[src/rtl/hsq_pkg.sv]
package hsq_pkg;
  typedef enum logic [2:0] {
    ST_IDLE   = 3'd0,
    ST_PREP   = 3'd1,
    ST_DETECT = 3'd2,
    ST_LOCK   = 3'd3,
    ST_DRIVE  = 3'd4
  } hsq_state_e;
endpackage

[src/rtl/hsq_recov.sv]
module hsq_recov #(
  parameter int CNT_W = 16
) (
  input  logic             clk_i,
  input  logic             rst_ni,
  input  logic             load_i,
  input  logic [CNT_W-1:0] len_i,
  input  logic             idle_i,
  output logic             busy_o
);
  logic [CNT_W-1:0] cnt_q;

  always_ff @(posedge clk_i or negedge rst_ni) begin
    if (!rst_ni)                   cnt_q <= '0;
    else if (load_i)               cnt_q <= len_i;
    else if (idle_i && busy_o)     cnt_q <= cnt_q - 1'b1;
  end

  assign busy_o = (cnt_q != '0);
endmodule

[src/rtl/hsq_watch.sv]
module hsq_watch #(
  parameter int CNT_W   = 16,
  parameter int DET_LEN = 8
) (
  input  logic             clk_i,
  input  logic             rst_ni,
  input  logic             active_i,
  input  logic [CNT_W-1:0] timeout_i,
  output logic             det_done_o,
  output logic             tmo_o
);
  localparam logic [CNT_W-1:0] DET_LAST = CNT_W'(DET_LEN - 1);

  logic [CNT_W-1:0] cnt_q;
  logic [CNT_W:0]   elapsed;

  // cycles spent in the closed-loop phase, cleared on every other state
  always_ff @(posedge clk_i or negedge rst_ni) begin
    if (!rst_ni)       cnt_q <= '0;
    else if (active_i) cnt_q <= cnt_q + 1'b1;
    else               cnt_q <= '0;
  end

  assign elapsed    = {1'b0, cnt_q} + 1'b1;
  assign det_done_o = (cnt_q == DET_LAST);
  assign tmo_o      = (elapsed >= {1'b0, timeout_i});
endmodule

[src/rtl/hsq_ramp.sv]
module hsq_ramp #(
  parameter int LVL_W = 10
) (
  input  logic             clk_i,
  input  logic             rst_ni,
  input  logic             run_i,
  input  logic [LVL_W-1:0] step_i,
  output logic [LVL_W-1:0] lvl_o
);
  localparam logic [LVL_W-1:0] LVL_MAX = '1;

  logic [LVL_W-1:0] lvl_q;
  logic [LVL_W:0]   sum;

  assign sum = {1'b0, lvl_q} + {1'b0, step_i};

  always_ff @(posedge clk_i or negedge rst_ni) begin
    if (!rst_ni)        lvl_q <= '0;
    else if (!run_i)    lvl_q <= '0;
    else if (sum[LVL_W]) lvl_q <= LVL_MAX;
    else                lvl_q <= sum[LVL_W-1:0];
  end

  assign lvl_o = run_i ? lvl_q : '0;
endmodule

[src/rtl/hsq_fsm.sv]
module hsq_fsm
  import hsq_pkg::*;
(
  input  logic       clk_i,
  input  logic       rst_ni,
  input  logic       en_i,
  input  logic       closed_loop_i,
  input  logic       precharge_done_i,
  input  logic       safety_ok_i,
  input  logic       lock_i,
  input  logic       fault_i,
  input  logic       stop_i,
  input  logic       recov_busy_i,
  input  logic       det_done_i,
  input  logic       tmo_i,
  output hsq_state_e state_o,
  output logic       fallback_o,
  output logic       abort_o,
  output logic       drive_start_o
);
  hsq_state_e state_q, state_d;
  logic setup_q, setup_d, cl_q, cl_d, fb_q, fb_d, in_drv_q;

  always_comb begin
    state_d = state_q;
    setup_d = setup_q;
    cl_d    = cl_q;
    fb_d    = fb_q;
    abort_o = 1'b0;
    if (fault_i && state_q != ST_IDLE) begin
      state_d = ST_IDLE;
      abort_o = 1'b1;
    end else begin
      case (state_q)
        ST_IDLE: if (en_i && !recov_busy_i) begin
          state_d = ST_PREP;
          cl_d    = closed_loop_i;
          fb_d    = 1'b0;
          setup_d = 1'b1;
        end
        ST_PREP: begin
          if (setup_q) setup_d = 1'b0;
          else if (precharge_done_i && safety_ok_i)
            state_d = cl_q ? ST_DETECT : ST_DRIVE;
        end
        ST_DETECT: begin
          if (tmo_i) begin
            state_d = ST_DRIVE;
            fb_d    = 1'b1;
          end else if (det_done_i) state_d = ST_LOCK;
        end
        ST_LOCK: begin
          if (lock_i) state_d = ST_DRIVE;
          else if (tmo_i) begin
            state_d = ST_DRIVE;
            fb_d    = 1'b1;
          end
        end
        ST_DRIVE: if (stop_i) state_d = ST_IDLE;
        default: state_d = ST_IDLE;
      endcase
    end
  end

  always_ff @(posedge clk_i or negedge rst_ni) begin
    if (!rst_ni) begin
      state_q  <= ST_IDLE;
      setup_q  <= 1'b0;
      cl_q     <= 1'b0;
      fb_q     <= 1'b0;
      in_drv_q <= 1'b0;
    end else begin
      state_q  <= state_d;
      setup_q  <= setup_d;
      cl_q     <= cl_d;
      fb_q     <= fb_d;
      in_drv_q <= (state_q == ST_DRIVE);
    end
  end

  assign state_o       = state_q;
  assign fallback_o    = fb_q;
  assign drive_start_o = (state_q == ST_DRIVE) && !in_drv_q;
endmodule

[src/rtl/haptic_start_seq.sv]
module haptic_start_seq
  import hsq_pkg::*;
#(
  parameter int CNT_W   = 16,
  parameter int LVL_W   = 10,
  parameter int DET_LEN = 8
) (
  input  logic             clk_i,
  input  logic             rst_ni,
  input  logic             en_i,
  input  logic             closed_loop_i,
  input  logic             arm_i,
  input  logic             precharge_done_i,
  input  logic             safety_ok_i,
  input  logic             lock_i,
  input  logic             fault_i,
  input  logic             stop_i,
  input  logic [CNT_W-1:0] lock_timeout_i,
  input  logic [CNT_W-1:0] recov_len_i,
  input  logic [LVL_W-1:0] slew_i,
  output logic             precharge_o,
  output logic             drive_start_o,
  output logic             ramp_en_o,
  output logic [LVL_W-1:0] ramp_lvl_o,
  output logic [2:0]       state_o,
  output logic             fallback_o,
  output logic             recovering_o
);
  hsq_state_e st;
  logic abort, recov_busy, det_done, tmo, in_cl, in_drive;

  assign in_cl    = (st == ST_DETECT) || (st == ST_LOCK);
  assign in_drive = (st == ST_DRIVE);

  hsq_fsm u_fsm (
    .clk_i, .rst_ni, .en_i, .closed_loop_i, .precharge_done_i, .safety_ok_i,
    .lock_i, .fault_i, .stop_i,
    .recov_busy_i (recov_busy),
    .det_done_i   (det_done),
    .tmo_i        (tmo),
    .state_o      (st),
    .fallback_o   (fallback_o),
    .abort_o      (abort),
    .drive_start_o(drive_start_o)
  );

  hsq_watch #(.CNT_W(CNT_W), .DET_LEN(DET_LEN)) u_watch (
    .clk_i, .rst_ni,
    .active_i  (in_cl),
    .timeout_i (lock_timeout_i),
    .det_done_o(det_done),
    .tmo_o     (tmo)
  );

  hsq_recov #(.CNT_W(CNT_W)) u_recov (
    .clk_i, .rst_ni,
    .load_i(abort),
    .len_i (recov_len_i),
    .idle_i(st == ST_IDLE),
    .busy_o(recov_busy)
  );

  hsq_ramp #(.LVL_W(LVL_W)) u_ramp (
    .clk_i, .rst_ni,
    .run_i (in_drive),
    .step_i(slew_i),
    .lvl_o (ramp_lvl_o)
  );

  assign ramp_en_o    = in_drive;
  assign state_o      = st;
  assign recovering_o = recov_busy;
  assign precharge_o  = (st != ST_IDLE) || (arm_i && !recov_busy);
endmodule

[config.mk]
export PLATFORM = sky130hd
export DESIGN_NAME = haptic_start_seq
export DESIGN_NICKNAME = d
export VERILOG_FILES = /design/src/rtl/hsq_pkg.sv /design/src/rtl/hsq_recov.sv /design/src/rtl/hsq_watch.sv /design/src/rtl/hsq_ramp.sv /design/src/rtl/hsq_fsm.sv /design/src/rtl/haptic_start_seq.sv
export SDC_FILE = /design/constraint.sdc
export NUM_CORES = 1
export LEC_CHECK = 0
export CAP_MARGIN = 10
export CORE_MARGIN = 2
export CORE_UTILIZATION = 47
export CTS_CLUSTER_SIZE = 25
export DETAILED_ROUTE_END_ITERATION = 16
export GPL_TIMING_DRIVEN = 0
export PLACE_DENSITY = 0.85
export SKIP_CTS_REPAIR_TIMING = 1
export SYNTH_ARGS = -nofsm -noshare
export SYNTH_HDL_FRONTEND = slang
export SYNTH_SLANG_ARGS = --single-unit
[constraint.sdc]
create_clock -name clk_i -period 2.4 [get_ports clk_i]
set_input_delay 0.72 -clock clk_i [delete_from_list [all_inputs] [get_ports clk_i]]
set_output_delay 0.72 -clock clk_i [all_outputs]
set_load 0.01 [all_outputs]
After elaboration in Yosys (flattened, before gate mapping) --
Index checks and enable logic that the tools add are counted.
Storage, ports and cells: logic and storage cells 71, bits in registers 49, input bits 52, output and inout port bits 18
Operators by class: add/subtract/negate cells 4, eq/ne operators 13, reductions and logical operators 20, magnitude comparators 1, muxes and demuxes 24, bitwise logic cells 1
Operators with widths (count):
- 2-to-1 mux 16 bit | 3
- 2-to-1 mux 10 bit | 3
- 2-to-1 mux 3 bit | 10
- adder 16 x 1 -> 17 bit (second input constant) | 1
- greater-or-equal comparator 17 x 16 -> 1 bit | 1
- adder 16 x 1 -> 16 bit (second input constant) | 1
- == test 16 x 3 -> 1 bit (second input constant) | 1
- nonzero test 16 bit | 1
- subtractor 16 x 1 -> 16 bit (second input constant) | 1
- case mux 3 bit (5 select lines) | 1
- adder 10 x 10 -> 11 bit | 1
- inequality test 3 bit (second input constant) | 3
- inequality test 4 x 3 -> 1 bit (second input constant) | 2
- == test 3 x 2 -> 1 bit (second input constant) | 2
- logical AND 1 bit | 6
- AND reduction 3 bit | 2
- AND reduction 6 bit | 1
- nonzero test 3 bit | 2
- 2-to-1 mux 1 bit | 5
- inequality test 2 bit (second input constant) | 2
- AND reduction 4 bit | 1
- nonzero test 2 bit | 2
- == test 3 x 1 -> 1 bit (second input constant) | 1
- == test 3 bit (second input constant) | 1
- other kinds (7) | 9

Longest topological paths before layout --
Gate-level depths: netlist of run 1.
depth in word-level cells 6, gate-level depth with buffers 12, gate-level depth less buffers 12

Cells and area by module --
A second synthesis of run 1 with hierarchy kept.
Second synthesis, totals: cells, all modules 388, area, all modules 3560.9 um^2
By module, submodules not included:
- hsq_watch | cells each 133, times used 1, seq. area each 400.4 um^2, area each 1236.2 um^2
- hsq_recov | cells each 120, times used 1, seq. area each 400.4 um^2, area each 1028.5 um^2
- hsq_ramp | cells each 80, times used 1, seq. area each 250.2 um^2, area each 808.3 um^2
- hsq_fsm | cells each 50, times used 1, seq. area each 175.2 um^2, area each 455.4 um^2
- haptic_start_seq | cells each 5, times used 1, seq. area each 0.0 um^2, area each 32.5 um^2

Worst setup path before layout of run 1 --
Ideal clock, no wire load.
path kind in2reg, start point input slew_i[0], end point register u_ramp.lvl_q[0], data required time 2.259 ns, cell stages on the path 9, setup time 0.141 ns, path slack -0.014 ns, arrival 2.272 ns, cells stage by stage ha_1 inv_1 fa_1 nor2b_1 o2111ai_1 a31oi_1 a21o_1 a21oi_1 a21oi_1
Between the ends: word-level cells in the longest chain between the ends 3
Ends and longest elaborated chain:
- start, declared | RTL line haptic_start_seq.sv:20 | input logic [LVL_W-1:0] slew_i,
- adder 10 x 10 -> 11 bit | RTL line hsq_ramp.sv:15 | assign sum = {1'b0, lvl_q} + {1'b0, step_i};
- 2-to-1 mux 10 bit | RTL line hsq_ramp.sv:20 | else if (sum[LVL_W]) lvl_q <= LVL_MAX;
- 2-to-1 mux 10 bit | RTL line hsq_ramp.sv:19 | else if (!run_i) lvl_q <= '0;
- end signal, assigned | RTL line hsq_ramp.sv:21 | else lvl_q <= sum[LVL_W-1:0];
- end, declared | RTL line hsq_ramp.sv:12 | logic [LVL_W-1:0] lvl_q;
No other way between the ends. A chain may end at the register's enable or synchronous reset.

Worst setup path in the final report of run 1 --
start point register u_watch.cnt_q[6], end point register u_fsm.state_q[0], in the netlist u_fsm.state_o[0]
Between the ends: word-level cells in the longest chain between the ends 5, elaborated cells between the ends (all ways) 9, classes of those cells add/sub (1); order compare (1); eq/ne (3); mux (3); reduce/logical (1)
Ends and longest elaborated chain:
- start, declared | RTL line hsq_watch.sv:14 | logic [CNT_W-1:0] cnt_q;
- start signal, assigned | RTL line hsq_watch.sv:20 | else if (active_i) cnt_q <= cnt_q + 1'b1;
- adder 16 x 1 -> 17 bit | RTL line hsq_watch.sv:24 | assign elapsed = {1'b0, cnt_q} + 1'b1;
- greater-or-equal comparator 17 x 16 -> 1 bit | RTL line hsq_watch.sv:26 | assign tmo_o = (elapsed >= {1'b0, timeout_i});
- 2-to-1 mux 3 bit | RTL line hsq_fsm.sv:47 | if (tmo_i) begin
- case mux 3 bit (5 select lines) | RTL line hsq_fsm.sv:34 | case (state_q)
- 2-to-1 mux 3 bit | RTL line hsq_fsm.sv:30 | if (fault_i && state_q != ST_IDLE) begin
- end signal, assigned | RTL line hsq_fsm.sv:73 | state_q <= state_d;
- end, declared | RTL line hsq_fsm.sv:21 | hsq_state_e state_q, state_d;
Several ways; a longest one is shown, not always the timed one.

==> results.md, run 1 <==
- Initial Util: 0.490
- Crit path max-delay cell type: dfrtp_1
- CTS clk-pin slew, worst paths: 0.09 ns
- Mapped Nets: 452
- WS Path Type: reg2reg
- Worst VDD drop: 0.349 mV
- Post-synthesis average cell area: 9.01 um2
- TritonCTS clock tree: yes
- Detailed Route Iter0 Violations: 196
- Area share of the largest cell type after synthesis: 0.367
- First-pass GRT wire length: 13,100 um
- R2R Path Start: u_watch.cnt_q[6]
- CP Data Arrival Time: 2.97 ns
- Post-synth ARST share: 1.00
- Vias: 3,092
- R2R Path End: u_fsm.state_o[0]
- Unique masters post-synth: 53
- Element type at the critical path end: flop
- Most frequent cells in the layout: 49 x clkdlybuf4s50_1, 47 x dfrtp_1, 35 x nor2_1
- Core area: 0.00683 mm2
- Fmax: 362 MHz
- Register bit total from synthesis: 49
- Worst Reg-to-Reg Cells: 13
- Commonest non-fill, non-tap cell in the layout: clkdlybuf4s50_1
- Post-synth EDFFs: 0
- Seq/Total Area, Yosys: 0.367
- Nets: 547
- Status: complete, but fails checks
- Ys flop type: dfrtp_1
- Total GRT Usage: 0.214
- Crit-path cells: and4_4 > nand4_1 > nor2_2 > nand3_2 > xnor2_2 > ha_1 > nand3_2 > nor2_2 > o211ai_1 > nand4_1 > buf_4 > o21ai_2 > a221oi_2
- Detail Route Antenna Nets: 0
- Area Overhead vs Synth: 43.2%
- Leakage power: 2.25 nW
- Post-DP HPWL: 6280 um
- WL final: 8950 um
- RSZ-0062 raised after global routing: true
- Area of placed instances: 0.00417 mm2
- Vias in the first global route: 2,990
- CTS sink cnt: 49
- Ratio of cells with drive above 1 in the final layout: 0.221
- Largest net degree at the start of global routing: 34
- Via density: 5.50
- Drt first pass iters: 4
- Count of final hold-check violations: 0
- Relative slew slack: 0.606
- Die width: 88.4 um
- CTS Buf Count: 5
- Min Tclk post-route: 2.76 ns
- Residual DRC count: 0
- Setup TNS: -1.26 ns
- Die area: 0.00781 mm2
- Syn Inst Count: 371
- Worst hold-check path type: in2async
- Final slew viol count: 0
- Initial antenna violation count: 0
- Fin crit share: 1.15
- Post-synthesis cell area: 0.00334 mm2
- Clock root buffer: clkbuf_8
- Routability cong.: 0.894
- IO buf count: 69
- Total gr overflow: 0
- Max cap viols: 0
- Worst slack, placed: -0.716 ns
- CTS H-tree depth: 2
- Worst Clk Skew: 0.00687 ns
- Fin area: 0.00479 mm2
- Final setup viols: 6
- Rows: 30
- Failing checks: setup timing
- Wire per inst: 15.9 um
- Top fanout value on the critical path: 5
- CP Data Required Time: 2.61 ns
- CP startpoint kind: flop
- Crit path largest cell delay: 0.44 ns
- YS warnings: 0
- Diodes inserted: 0
- Die height: 88.4 um
- Worst-Skew Late Latency: 0.30 ns
- IO Count: 70
- Maximum buffer depth of the clock tree: 2
- Cell area power density: 607 mW/mm2
- Post-route worst setup slack: -0.360 ns
- Actual slew at the worst max-slew pin: 0.586 ns
- FF-to-FF setup slack: -0.36 ns
- Cells taking the most area after synthesis: dfrtp_1 37%, ha_1 10%, a21oi_1 5.5%, xnor2_1 5.2%, nor2_1 4.3%
- Largest area contributor in the netlist: dfrtp_1
[layer usage]
metal,track usage,routed length (um)
met1,0.251,3700
met4,0.0634,129
met2,0.394,4760
met5,0,0
met3,0.0420,361
[worst max-delay path by stage]
stage	from	endpoint	slack, ns
3_5_place_dp	slew_i[0]	u_ramp.lvl_q[8]	-0.72
2_1_floorplan	u_watch.cnt_q[2]	u_fsm.state_o[0]	0.004
3_3_place_gp	rst_ni	u_watch.cnt_q[1]	-0.79
6_report	u_watch.cnt_q[6]	u_fsm.state_o[0]	-0.36
5_1_grt	u_watch.cnt_q[6]	u_fsm.state_o[0]	-0.52
4_1_cts	u_recov.cnt_q[9]	precharge_o	-0.66
[critical path: cells and delay by family (launching register included)]
| kind | cells | cell delay (ns) |
|---|---|---|
| AO/OA/AOI/OAI | 3 | 0.41 |
| buffers and inverters | 1 | 0.17 |
| AND/OR/NAND/NOR | 7 | 1.15 |
| adder cells (fa/ha/maj) | 1 | 0.32 |
| flip-flops | 1 | 0.44 |
| XOR/XNOR | 1 | 0.17 |
[Yosys cell counts, types with 3 or more instances]
master,count
o2111ai_1,3
and4_1,3
nor2_1,38
clkbuf_1,5
ha_1,28
nor4_1,6
nand4_1,6
a211oi_1,3
dfrtp_1,49
o21ai_0,10
xnor2_1,20
xor2_1,15
nand3_1,17
nor4b_1,4
nor2b_1,17
nand2_1,21
and2_1,9
nor3_1,6
and3_1,5
a21oi_1,37
inv_1,29
[state kept, by name (all words and copies together) (netlist names)]
name / count
u_watch.cnt_q: 16
u_fsm.setup_q: 1
u_fsm.cl_q: 1
u_fsm.in_drv_q: 1
u_fsm.fallback_o: 1
u_recov.cnt_q: 16
u_fsm.state_o: 3
u_ramp.lvl_q: 10
[where the power goes]
part           internal, mW  switching [mW]
logic                 0.563           0.582
clock network         0.229           0.266
registers             0.999           0.271
total                  1.79            1.12
[cell families (layout without fill, tap and decap cells)]
| kind of cell | Yosys count | in the layout | share of synthesized area |
|---|---|---|---|
| and+or+nand+nor | 147 | 147 | 0.242 |
| AOI/OAI and AO/OA | 72 | 73 | 0.136 |
| DFF | 49 | 49 | 0.367 |
| buffers and inverters | 38 | 132 | 0.0501 |
| xor gates and xnor gates | 35 | 35 | 0.0917 |
| adders and majority gates | 29 | 29 | 0.111 |
| muxes | 1 | 1 | 0.00337 |
[stage by stage]
stage | power (mW) | hold WS [ns] | util | cells
floorplan | 1.85 | 0.424 | - | 371
global placement | 2.14 | 0.525 | 0.609 | 536
detailed placement | 2.20 | 0.537 | 0.611 | 537
CTS | 2.70 | 0.353 | 0.624 | 544
global route | 3.09 | 0.351 | 0.701 | 562
finish | 2.91 | 0.339 | 0.701 | 562
[cell type report]
class / instances / area (um2)
clock buffer: 7 / 86.3
timing repair buffer: 87 / 872
tap: 96 / 120
fill: 524 / 2040
sequential: 49 / 1230
buffer: 8 / 70.1
inverter: 29 / 114
timing repair inverter: 1 / 5.00
multi-input combinational: 285 / 2290
(Power assumes the default switching activity.)
==> inputs of run 2 (changes only) <==
--- a/config.mk
+++ b/config.mk
@@ -5,13 +5,15 @@
 export SDC_FILE = /design/constraint.sdc
 export NUM_CORES = 1
 export LEC_CHECK = 0
+export ABC_AREA = 1
 export CAP_MARGIN = 10
 export CORE_MARGIN = 2
-export CORE_UTILIZATION = 47
+export CORE_UTILIZATION = 53
 export CTS_CLUSTER_SIZE = 25
 export DETAILED_ROUTE_END_ITERATION = 16
+export GPL_ROUTABILITY_DRIVEN = 0
 export GPL_TIMING_DRIVEN = 0
-export PLACE_DENSITY = 0.85
+export PLACE_DENSITY = 0.89
 export SKIP_CTS_REPAIR_TIMING = 1
 export SYNTH_ARGS = -nofsm -noshare
 export SYNTH_HDL_FRONTEND = slang
==> constraint.sdc (replaced) <==
create_clock -name clk_i -period 2.7 [get_ports clk_i]
set_input_delay 0.81 -clock clk_i [delete_from_list [all_inputs] [get_ports clk_i]]
set_output_delay 0.81 -clock clk_i [all_outputs]
set_load 0.01 [all_outputs]
==> run 2 against run 1 <==
The flow still finishes with violations (setup timing); register-to-register slack better by 0.02 ns; die area down 0.19%; fmax down 9.3%; via count up 25%; synthesized cell count up 39%; clock skew about the same; power up 5.7%; hold slack better by 0.052 ns; cell area up 4.2%; clock power down 12%.
==> results.md, run 2 <==
- CTS H-tree depth: 2
- WL final: 10,300 um
- Post-synthesis average cell area: 7.32 um2
- WS Path Type: reg2reg
- CTS sink cnt: 49
- Vias: 3,875
- Area of placed instances: 0.00459 mm2
- FF-to-FF setup slack: -0.34 ns
- Worst Clk Skew: 0.00665 ns
- Mapped Nets: 595
- Most frequent cells in the layout: 93 x inv_1, 82 x nand2_1, 58 x nor2_1
- Fin crit share: 1.13
- Layout Utilization: 0.731
- Initial Util: 0.551
- Delay-heaviest family, CP: simple AND/OR/NAND/NOR gates
- Adder-cell share of the synthesized area: 0.0984
- Relative slew slack: 0.631
- Total gr overflow: 0
- Maximum buffer depth of the clock tree: 2
- Worst VDD drop: 0.404 mV
- Synth Area in Compound Gates: 0.125
- CP Data Arrival Time: 3.25 ns
- TritonCTS clock tree: yes
- Nets: 690
- Largest family of logic cells by synthesized area: simple AND/OR/NAND/NOR gates
- Commonest non-fill, non-tap cell in the layout: inv_1
- Count of final hold-check violations: 0
- Largest area contributor in the netlist: dfrtp_1
- Core area: 0.00683 mm2
- WHS: 0.391 ns
- Cells taking the most area after synthesis: dfrtp_1 33%, inv_1 9.6%, ha_1 9.3%, nand2_1 8.7%, nor2_1 6.1%
- Post-synth EDFFs: 0
- Worst hold-check path type: in2async
- Syn Inst Count: 514
- Fin area: 0.00499 mm2
- Initial antenna violation count: 0
- Post-synth ARST share: 1.00
- CP Data Required Time: 2.91 ns
- Unique masters post-synth: 45
- Min Tclk post-route: 3.04 ns
- Top flop regs: u_recov.cnt_q (16), u_watch.cnt_q (16), u_ramp.lvl_q (10)
- Element type at the critical path end: flop
- Max cap viols: 0
- Met1 WL: 4100 um
- Worst slack, placed: -0.506 ns
- First-pass GRT wire length: 15,400 um
- RSZ-0062 raised after global routing: true
- CP startpoint kind: flop
- Largest net degree at the start of global routing: 38
- Drt first pass iters: 5
- Post-synthesis cell area: 0.00376 mm2
- Die area: 0.00779 mm2
- WP buf/inv: 1
- Ratio of cells with drive above 1 in the final layout: 0.166
- Diodes inserted: 0
- R2R Path End: u_fsm.state_o[1]
- Non-Filler Instances: 706
- Crit path max-delay cell type: dfrtp_1
- Status: complete, but fails checks
- Area share of the largest cell type after synthesis: 0.326
- Clock root buffer: clkbuf_8
- Vias in the first global route: 3,584
- Detailed Route Iter0 Violations: 305
- Total GRT Usage: 0.249
- Sw Share: 0.437
- Multi-input logic area: 0.00224 mm2
- Internal power: 1.73 mW
- Worst-Skew Late Latency: 0.31 ns
- Fill cells: 517
- Residual DRC count: 0
- Actual slew at the worst max-slew pin: 0.553 ns
- Wire per inst: 14.6 um
- Worst Reg-to-Reg Cells: 20
- Fmax: 329 MHz
- Detail Route Antenna Nets: 0
- Met2 wire len: 5290 um
- CTS Buf Count: 5
- Register Area: 0.00123 mm2
- Failing checks: setup timing
- Post-Place Cells: 680
- R2R Path Start: u_watch.cnt_q[0]
- Ys flop type: dfrtp_1
- Seq pwr share: 0.347
- Final setup viols: 4
- YS warnings: 0
- Met3 wire length: 688 um
- Most common cell in the synthesized netlist: inv_1
- Via density: 5.49
- Seq/Total Area, Yosys: 0.326
- IO Count: 70
- IO buf count: 69
- Register bit total from synthesis: 49
- Die width: 88.3 um
- Setup TNS: -1.11 ns
- Post-DP HPWL: 7270 um
- Top fanout value on the critical path: 4
- Area Overhead vs Synth: 32.7%
- Cell area power density: 616 mW/mm2
- Clock power frac: 0.142
- Leakage power: 2.73 nW
- CTS clk-pin slew, worst paths: 0.10 ns
- Final slew viol count: 0
- Post-route worst setup slack: -0.343 ns
- Top post-synthesis cells by count: 96 x inv_1, 87 x nand2_1, 61 x nor2_1
- Switch Pwr: 1.35 mW
- Power, Total: 3.08 mW
- Top sig layer: met4
- Post-synthesis mux area share: 0
- Die height: 88.3 um
- Simple-Gate Fraction of Synth Area: 0.290
- Crit path largest cell delay: 0.40 ns
- Crit-path cells: nand3_2 > nor2_4 > nand3_2 > nor2_4 > nand3_4 > nor3_4 > xor2_2 > inv_2 > ha_4 > nand2_4 > nor3_4 > nand3b_1 > nand2_1 > nand2_2 > nand4_1 > nor2_2 > nor2_4 > nand2_2 > nand2_1 > nand2_1
- Combinational Power Share: 0.511
- Rows: 30
- Xor/xnor share of the synthesized area: 0.0439
## run 2: layout make-up
cell class	instances	area share
well taps	96	0.0241
plain buffers	8	0.0105
inverters	105	0.0789
repair buffers	88	0.173
clock inverters	3	0.00351
clock buffers	5	0.0138
flip-flops and latches	49	0.246
multi-input cells	352	0.450
## run 2: kinds of logic (layout without fill, tap and decap cells)
group,after synthesis,in the layout
compound gates,79,79
xor+xnor,18,18
fa+ha+maj,29,29
buf+inv,113,209
flops,49,49
simple gates,226,226
## run 2: worst max path at each step
stage / end / cells past startpoint / slack, ns / from
2_1_floorplan: u_fsm.state_o[1] / 19 / 0.08 / u_watch.cnt_q[0]
3_3_place_gp: u_recov.cnt_q[4] / 1 / -0.57 / rst_ni
3_5_place_dp: u_fsm.state_o[0] / 20 / -0.51 / u_watch.cnt_q[0]
4_1_cts: ramp_lvl_o[8] / 6 / -0.66 / u_fsm.state_o[2]
5_1_grt: u_fsm.state_o[0] / 22 / -0.55 / u_watch.cnt_q[0]
6_report: u_fsm.state_o[1] / 20 / -0.34 / u_watch.cnt_q[0]
## run 2: power groups by stage
stage,sequential [mW],combinational [mW],clock (mW)
2_1_floorplan,1.04,1.04,0
3_3_place_gp,1.06,1.37,0
3_5_place_dp,1.07,1.44,0
4_1_cts,1.06,1.45,0.438
5_1_grt,1.09,1.76,0.466
6_report,1.07,1.57,0.437
## run 2: metal layers
metal  global-route usage  up-vias
met5                    0        -
met4               0.0826        0
met3               0.0354       30
met2                0.441      199
met1                0.311     1804
li1                     -     1842
